File: src/rtl/fmx_pkg.sv
package fmx_pkg;
    parameter int CODE_W     = 2;
    parameter int GROUP_UOPS = 3;
    parameter int IMM_W      = 8;
    parameter int DISP_SHIFT = 2;

    localparam int CNT_W  = CODE_W + 1;
    localparam int GRP_W  = CODE_W;
    localparam int SLOT_W = $clog2(GROUP_UOPS);
    localparam int DISP_W = IMM_W + DISP_SHIFT;

    typedef enum logic [1:0] {
        ST_IDLE  = 2'd0,
        ST_XFER  = 2'd1,
        ST_WBACK = 2'd2
    } fmx_state_t;

    typedef struct packed {
        logic [CNT_W-1:0]  groups;
        logic              pre;
        logic              up;
        logic              wb;
        logic              load;
        logic [DISP_W-1:0] disp;
        logic [31:0]       wb_word;
    } fmx_fields_t;
endpackage

File: src/rtl/fmx_decode.sv
module fmx_decode
    import fmx_pkg::*;
(
    input  logic [31:0] instr,
    output fmx_fields_t fields
);
    localparam logic [31:0] WB_BASE = 32'h0240_0000;

    logic [CODE_W-1:0] code;
    logic [3:0]        rn;

    always_comb begin
        code = {instr[22], instr[15]};
        rn   = instr[19:16];
        fields.groups  = (code == '0) ? CNT_W'(1 << CODE_W) : {1'b0, code};
        fields.pre     = instr[24];
        fields.up      = instr[23];
        fields.wb      = instr[21];
        fields.load    = instr[20];
        fields.disp    = {instr[IMM_W-1:0], {DISP_SHIFT{1'b0}}};
        fields.wb_word = {instr[31:28], 28'h0} | WB_BASE
                       | {12'h0, rn, 16'h0} | {16'h0, rn, 12'h0}
                       | {{(32-DISP_W){1'b0}}, fields.disp};
    end
endmodule

File: src/rtl/fmx_slot_ctr.sv
module fmx_slot_ctr
    import fmx_pkg::*;
(
    input  logic              clk,
    input  logic              rst_n,
    input  logic              clear,
    input  logic              step,
    output logic [GRP_W-1:0]  grp,
    output logic [SLOT_W-1:0] slot,
    output logic              group_end
);
    localparam logic [SLOT_W-1:0] SLOT_MAX = SLOT_W'(GROUP_UOPS - 1);

    assign group_end = (slot == SLOT_MAX);

    always_ff @(posedge clk) begin
        if (!rst_n || clear) begin
            grp  <= '0;
            slot <= '0;
        end else if (step) begin
            if (group_end) begin
                slot <= '0;
                grp  <= grp + 1'b1;
            end else begin
                slot <= slot + 1'b1;
            end
        end
    end

    // slot index never leaves the group
    p_slot_range_r4: assert property (@(posedge clk) disable iff (!rst_n)
        slot <= SLOT_MAX);
endmodule

File: src/rtl/fmx_seq.sv
module fmx_seq
    import fmx_pkg::*;
(
    input  logic              clk,
    input  logic              rst_n,
    input  logic              in_valid,
    output logic              in_ready,
    input  logic [31:0]       in_instr,
    output logic              uop_valid,
    input  logic              uop_ready,
    output logic [GRP_W-1:0]  uop_group,
    output logic [SLOT_W-1:0] uop_slot,
    output logic              uop_load,
    output logic              uop_up,
    output logic [DISP_W-1:0] uop_offset,
    output logic              uop_is_wb,
    output logic [31:0]       uop_wb_word,
    output logic              uop_last
);
    fmx_state_t  state_q, state_d;
    logic [31:0] instr_q;
    fmx_fields_t f;
    logic        accept, fire, xfer_step, last_group, group_end;

    fmx_decode u_dec (.instr(instr_q), .fields(f));

    fmx_slot_ctr u_ctr (
        .clk(clk), .rst_n(rst_n), .clear(accept), .step(xfer_step),
        .grp(uop_group), .slot(uop_slot), .group_end(group_end)
    );

    assign accept     = in_valid && in_ready;
    assign fire       = uop_valid && uop_ready;
    assign xfer_step  = fire && (state_q == ST_XFER);
    assign last_group = ({1'b0, uop_group} == (f.groups - 1'b1));

    always_ff @(posedge clk) begin
        if (!rst_n) begin
            state_q <= ST_IDLE;
            instr_q <= '0;
        end else begin
            state_q <= state_d;
            if (accept) instr_q <= in_instr;
        end
    end

    always_comb begin
        state_d = state_q;
        unique case (state_q)
            ST_IDLE:  if (in_valid) state_d = ST_XFER;
            ST_XFER:  if (xfer_step && group_end && last_group)
                          state_d = f.wb ? ST_WBACK : ST_IDLE;
            ST_WBACK: if (fire) state_d = ST_IDLE;
            default:  state_d = ST_IDLE;
        endcase
    end

    always_comb begin
        in_ready    = 1'b0;
        uop_valid   = 1'b0;
        uop_is_wb   = 1'b0;
        uop_last    = 1'b0;
        uop_load    = f.load;
        uop_up      = f.up;
        uop_offset  = f.pre ? f.disp : '0;
        uop_wb_word = f.wb_word;
        unique case (state_q)
            ST_IDLE:  in_ready = 1'b1;
            ST_XFER: begin
                uop_valid = 1'b1;
                uop_last  = group_end && last_group && !f.wb;
            end
            ST_WBACK: begin
                uop_valid = 1'b1;
                uop_is_wb = 1'b1;
                uop_last  = 1'b1;
            end
            default: in_ready = 1'b0;
        endcase
    end

    // no input taken while a stream is being emitted
    p_busy_r8: assert property (@(posedge clk) disable iff (!rst_n)
        uop_valid |-> !in_ready);
    // a stalled micro-op is held
    p_hold_r9: assert property (@(posedge clk) disable iff (!rst_n)
        (uop_valid && !uop_ready) |=> (uop_valid && $stable(uop_group)
            && $stable(uop_slot) && $stable(uop_is_wb) && $stable(uop_offset)));
    // the stream ends right after its last micro-op
    p_last_ends_r6: assert property (@(posedge clk) disable iff (!rst_n)
        (fire && uop_last) |=> (!uop_valid && in_ready));
    // the writeback micro-op is always the final one
    p_wb_last_r5: assert property (@(posedge clk) disable iff (!rst_n)
        uop_is_wb |-> uop_last);
    // writeback appears only after the final transfer group
    p_wb_entry_r2: assert property (@(posedge clk) disable iff (!rst_n)
        $rose(uop_is_wb) |-> ($past(uop_slot) == SLOT_W'(GROUP_UOPS - 1)));
endmodule

File: config.mk
export PLATFORM = sky130hd
export DESIGN_NAME = fmx_seq
export DESIGN_NICKNAME = d
export VERILOG_FILES = /design/src/rtl/fmx_pkg.sv /design/src/rtl/fmx_decode.sv /design/src/rtl/fmx_slot_ctr.sv /design/src/rtl/fmx_seq.sv
export SDC_FILE = /design/constraint.sdc
export NUM_CORES = 1
export LEC_CHECK = 0
export BUFFER_PORTS_ARGS = -buffer_cell sky130_fd_sc_hd__buf_2
export CAP_MARGIN = 20
export CELL_PAD_IN_SITES_DETAIL_PLACEMENT = 2
export CELL_PAD_IN_SITES_GLOBAL_PLACEMENT = 2
export CORE_ASPECT_RATIO = 0.5
export CORE_MARGIN = 1.5
export CORE_UTILIZATION = 25
export CTS_BUF_LIST = sky130_fd_sc_hd__clkbuf_4 sky130_fd_sc_hd__clkbuf_8
export DETAILED_ROUTE_END_ITERATION = 7
export GPL_TIMING_DRIVEN = 0
export PLACE_DENSITY = 0.94
export RECOVER_POWER = 25
export SYNTH_ARGS = -nofsm -noshare
export SYNTH_HDL_FRONTEND = slang
export SYNTH_SLANG_ARGS = --single-unit
File: constraint.sdc
create_clock -name clk -period 3.5 [get_ports clk]
set_input_delay 0.7 -clock clk [delete_from_list [all_inputs] [get_ports clk]]
set_output_delay 0.7 -clock clk [all_outputs]
set_load 0.02 [all_outputs]
==> out/metrics.yaml, run 1 <==
status: "complete, no violations"
period_minus_slack_ns: 2.35
grt_max_degree: 16
start_util: 0.268
cap_violations: 0
num_io_pins: 88
core_area_mm2: 0.00568
seq_area_um2: 561
clock_skew_ns: 0.00926
cts_setup_buffers: 0
setup-violations-final: 0
ys_types: 29
netlist_area_mm2: 0.00152
ys.flop_type: "dfxtp_1"
relSlewSlack: 0.616
critPathMaxFanout: 5
cts_htree_levels: 1
wirelength_mm: 4.85
clkTransAtPathRegs_ns: 0.10
grt_pass1_wl_mm: 7.74
clockBufferDepth: 2
drc: 0
synth.top_cell.area_share: 0.368
hold_start: "instr_q[29]"
ant_nets: 0
area_growth_syn_to_layout_pct: 32.2
critical_path.endpoint_type: "output pin"
placed_cell_area_mm2: 0.00197
leakage_nw: 0.967
crit_path_start_kind: "register"
multi_input_area_um2: 711
vias: 1445
grt_pass1_vias: 1567
post_cts_resized: 0
synthTopCellsByArea: "dfxtp_1 37%, buf_4 17%, nand2_1 13%, a21boi_0 11%, and2_1 3.3%"
synth_common_cells: "52 x nand2_1, 34 x buf_4, 28 x dfxtp_1, 23 x a21boi_0, 8 x and2_1"
cp_data_arrival_time_ns: 1.65
min_path_type: "register to register"
drive_gt1_frac: 0.345
grt_setup_unrepaired: "false"
cp-startpoint: "u_ctr.grp[1]"
synth_edf_count: 0
first_iter_violations: 36
clkLatencyLatePin_ns: 0.28
diodes: 0
vdd_ir_drop_max_mv: 0.179
chipWidth_um: 113
period_share: 0.672
synth_cells: 188
setup-tns-final_ns: 0
dp_cells: 336
synth_top_area_cell: "dfxtp_1"
finalWeightedCongestion: 0.767
power.density_mw_per_mm2: 406
dp_hpwl_mm: 3.71
worstPathRequired_ns: 2.80
die_h_um: 58.2
numPortBuffers: 63
dr.pass1.iters: 4
drv_slew: 0
fmax_ghz: 0.425
worst_slew_pin_slew_ns: 0.571
async_flop_share: 0
wl_per_cell_um: 14.3
cts_buffers: 3
finalHoldViolCount: 0
grt_overflow: 0
critPathKind: "register to output pin"
yosys_warnings: 0
avgSynthCellArea_um2: 8.09
fin_nets: 307
clock-sinks: 28
grt_antenna_before_repair: 0
totalPowerFinal_mw: 0.816
rows: 19
final_cell_area_mm2: 0.00201
ys_ff_latch: 28
cts_tree: "yes"
seq_area_frac_synth: 0.368
routed_via_density: 4.25
grt_usage: 0.152
fp.dieArea_mm2: 0.00659
nFillCells: 692
cts_hold_buf: 0
post-route-util: 0.354
cts-root-buf: "clkbuf_8"
post-synth-top-count-cell: "nand2_1"
instances_no_fill: 340
r2r_start: "state_q[0]"
## final cells by class
cell class	count	share of cell area
Multi-Input combinational cell	128	0.353
Sequential cell	28	0.279
Timing Repair Buffer	63	0.149
Buffer	41	0.141
Tap cell	73	0.0454
Clock buffer	4	0.0274
Inverter	3	0.00560
## flip-flops by register name (all words and copies together), names as in the netlist
signal	cells
u_ctr.grp	2
state_q	2
instr_q	22
u_ctr.slot	2
## cell families after synthesis
kind of cell | after synthesis | synth area share
and+or+nand+nor | 74 | 0.213
buffers and inverters | 44 | 0.194
AOI/OAI and AO/OA | 32 | 0.151
DFF | 28 | 0.368
adders and majority gates | 3 | 0.0247
xor gates and xnor gates | 3 | 0.0222
other | 2 | 0.00494
muxes | 2 | 0.0214
## metrics by stage
step                hold WS, ns  setup WS [ns]
floorplan                 0.444           1.43
global placement          0.450           1.55
detailed placement        0.473           1.52
CTS                       0.487           1.15
global route              0.510           1.09
finish                    0.479           1.15
## where the power goes
part,leakage [nW],internal (mW),total (mW),switching [mW]
clock,0.0288,0.101,0.205,0.104
sequential,0.229,0.345,0.366,0.0211
combinational,0.708,0.0972,0.245,0.148
## worst max-delay path, stage by stage, from the launching register on
cell and delay [ns]:
dfxtp_1 0.42, xnor2_2 0.16, mux2i_4 0.34, a31oi_1 0.14, nor2b_1 0.15, buf_2 0.18
## placed cells by master, fill, tap and decap left out
| master | netlist | final |
|---|---|---|
| xnor2_2 | 1 | 1 |
| a311oi_1 | 1 | 1 |
| nor3_1 | 1 | 1 |
| buf_4 | 34 | 34 |
| dfxtp_1 | 28 | 28 |
| and4b_1 | 1 | 1 |
| clkbuf_1 | 5 | 19 |
| conb_1 | 2 | 14 |
| a21boi_0 | 23 | 23 |
| nor2b_1 | 1 | 1 |
| mux2i_4 | 1 | 1 |
| buf_2 | 2 | 51 |
| ha_1 | 3 | 3 |
| o31a_1 | 1 | 1 |
| nor2_1 | 6 | 6 |
| nand2b_1 | 2 | 2 |
| nand2_1 | 52 | 52 |
| and2_0 | 1 | 1 |
| and4_1 | 1 | 1 |
| xor2_1 | 1 | 1 |
| a21o_2 | 1 | 1 |
| inv_1 | 3 | 3 |
| a21oi_1 | 4 | 4 |
| nor3b_1 | 1 | 1 |
| o21ai_0 | 1 | 1 |
| and2_1 | 8 | 8 |
| mux2i_1 | 1 | 1 |
| a31oi_1 | 1 | 1 |
| xnor2_1 | 1 | 1 |
| clkbuf_8 | 0 | 4 |
## worst paths after layout
path,cells after the start,slack [ns],to
worst max-delay path,5,1.15,uop_last
worst max register to register,6,1.44,state_q[1]
worst min register to register,2,0.48,instr_q[29]
worst min-delay path,2,0.48,instr_q[29]
## routing by layer
metal  vias to the layer above  wire, um  global-route usage
met4                         0        89              0.0464
met1                       677      1930               0.163
li1                        715         -                   -
met5                         -         0                   0
met2                        45      2640               0.312
met3                         8       188              0.0262
(Power assumes the default switching activity.)
==> inputs of run 2 (changes only) <==
- CORE_UTILIZATION: 25 -> 21
- PLACE_DENSITY: 0.94 -> 0.85
- clock period: 3.5 -> 2.04 ns (I/O delays scaled with it)
==> run 2 against run 1 <==
Register-to-register slack got worse by 1.2 ns. Utilization fell by 5.2 points. Clock skew shrank 0.0012 ns.
==> out/metrics.yaml, run 2 (synthesized netlist as in run 1, its figures left out) <==
clockBufferDepth: 2  # unchanged
first_iter_violations: 29  # -19%
post-route-util: 0.301  # -0.0524
critPathKind: "register to output pin"
critPathBufInv: 1  # unchanged
finalHoldViolCount: 0  # unchanged
critical_path.endpoint_type: "output pin"
vdd_ir_drop_max_mv: 0.180  # +0.49%
cts_htree_levels: 1  # unchanged
critPathMaxFanout: 4  # -1
crit_path_start_kind: "register"
die_h_um: 63.2  # +8.6%
cts-root-buf: "clkbuf_8"
num_io_pins: 88  # unchanged
dp_hpwl_mm: 3.54  # -4.6%
clkLatencyLatePin_ns: 0.27  # about the same
worstPathRequired_ns: 1.63  # -1.17 ns
grt_pass1_wl_mm: 7.04  # -9.1%
crit_path_max_incr_delay_ns: 0.37  # -0.05 ns
chipWidth_um: 123  # +8.9%
finalWeightedCongestion: 0.759  # -1.1%
numPortBuffers: 63  # unchanged
setup-violations-final: 0  # unchanged
wl_per_cell_um: 13.0  # -9.0%
largest_register: "instr_q"
final_cell_mix: "62 x buf_2, 52 x nand2_1, 36 x buf_4, 26 x dfxtp_1, 22 x a21boi_0"
final_common_cell: "buf_2"
cp_data_arrival_time_ns: 1.56  # -0.09 ns
grt_usage: 0.113  # -0.0390
vias: 1426  # -1.3%
drc: 0  # unchanged
grt_max_degree: 15  # -1
ant_nets: 0  # unchanged
core_area_mm2: 0.00683  # +20%
fin_nets: 308  # +0.33%
rows: 21  # +2
totalPowerFinal_mw: 1.35  # +66%
dr.pass1.iters: 3  # -1
drive_gt1_frac: 0.397  # +0.0524
fp.dieArea_mm2: 0.00780  # +18%
cpMaxStageDelayCell: "dfxtp_2"
grt_pass1_vias: 1542  # -1.6%
wirelength_mm: 4.66  # -4.0%
clock-sinks: 28  # unchanged
leakage_nw: 1.02  # +5.1%
grt_antenna_before_repair: 0  # unchanged
cap_violations: 0  # unchanged
grt_overflow: 0  # unchanged
setup-tns-final_ns: 0  # unchanged
fmax_ghz: 0.509
crit_chain: "xnor2_4 -> mux2i_4 -> a31oi_1 -> nor2b_1 -> buf_4"
cts_buffers: 3  # unchanged
area_growth_syn_to_layout_pct: 35.4
cts_hold_buf: 0  # unchanged
period_share: 0.963
routed_via_density: 3.97  # -6.5%
status: "complete, no violations"
clkTransAtPathRegs_ns: 0.09  # about the same
drv_slew: 0  # unchanged
power.density_mw_per_mm2: 657  # +62%
nFillCells: 795  # +15%
start_util: 0.223  # -0.0451
period_minus_slack_ns: 1.97
clock_skew_ns: 0.00805  # -0.00122 ns
cts_tree: "yes"
min_path_type: "primary input to register"
diodes: 0  # unchanged
critPathTopFamily: "flip-flops"
largest_reg_flops: 22  # unchanged
[run 2: cell count changes in the layout (fill, tap and decap cells not counted), moves of 2 or more]
cell      before  now
clkbuf_1      19    7
buf_2         51   62
buf_4         34   36
dfxtp_1       28   26
dfxtp_2        0    2
[run 2: power by group]
part           leakage, nW  internal [mW]  switching, mW
combinational        0.764          0.176          0.251
clock               0.0216          0.133          0.163
sequential           0.230          0.591         0.0375
[run 2: what timing repair did]
item | 4_1_cts | 5_1_grt
hold endpoints to repair | 0 | 0
gates resized for setup | 0 | 5
setup endpoints to repair | 0 | 2
buffers inserted | 0 | 1
[run 2: cell type report]
| class | instances | area [um^2] | share of cell area |
|---|---|---|---|
| inverter | 3 | 11.3 | 0.00547 |
| sequential | 28 | 563 | 0.273 |
| clock buffer | 3 | 41.3 | 0.0200 |
| timing repair buffer | 64 | 323 | 0.157 |
| multi-input combinational | 128 | 722 | 0.351 |
| buffer | 41 | 284 | 0.138 |
| tap | 92 | 115 | 0.0559 |
[run 2: metal layers]
| layer | routed length (um) | up-vias | GRT usage | part of all wire |
|---|---|---|---|---|
| met1 | 1790 | 675 | 0.117 | 0.38 |
| met2 | 2610 | 38 | 0.235 | 0.56 |
| li1 | - | 709 | - | - |
| met3 | 202 | 4 | 0.0254 | 0.043 |
| met4 | 51 | 0 | 0.0172 | 0.011 |
| met5 | 0 | - | 0 | 0 |
[run 2: worst paths after layout]
check	from	to	slack [ns]	cells past startpoint
hold / removal	in_instr[22]	instr_q[22]	0.36	3
setup / recovery	u_ctr.grp[1]	uop_last	0.07	5
hold reg to reg	instr_q[29]	instr_q[29]	0.48	2
setup reg to reg	state_q[0]	state_q[1]	0.23	6
[run 2: worst min-delay path, cell delays in order]
cell      delay, ns
buf_2          0.10
nand2_1        0.04
a21boi_0       0.06
[run 2: through the flow]
step	cells	hold WS, ns	setup slack, ns	instance area, um^2
floorplan	200	0.444	0.259	1570
CTS	358	0.375	0.00526	2040
detailed placement	355	0.469	0.229	2000
finish	359	0.364	0.0747	2060
global route	359	0.378	-0.0198	2060
global placement	355	0.450	0.324	2000
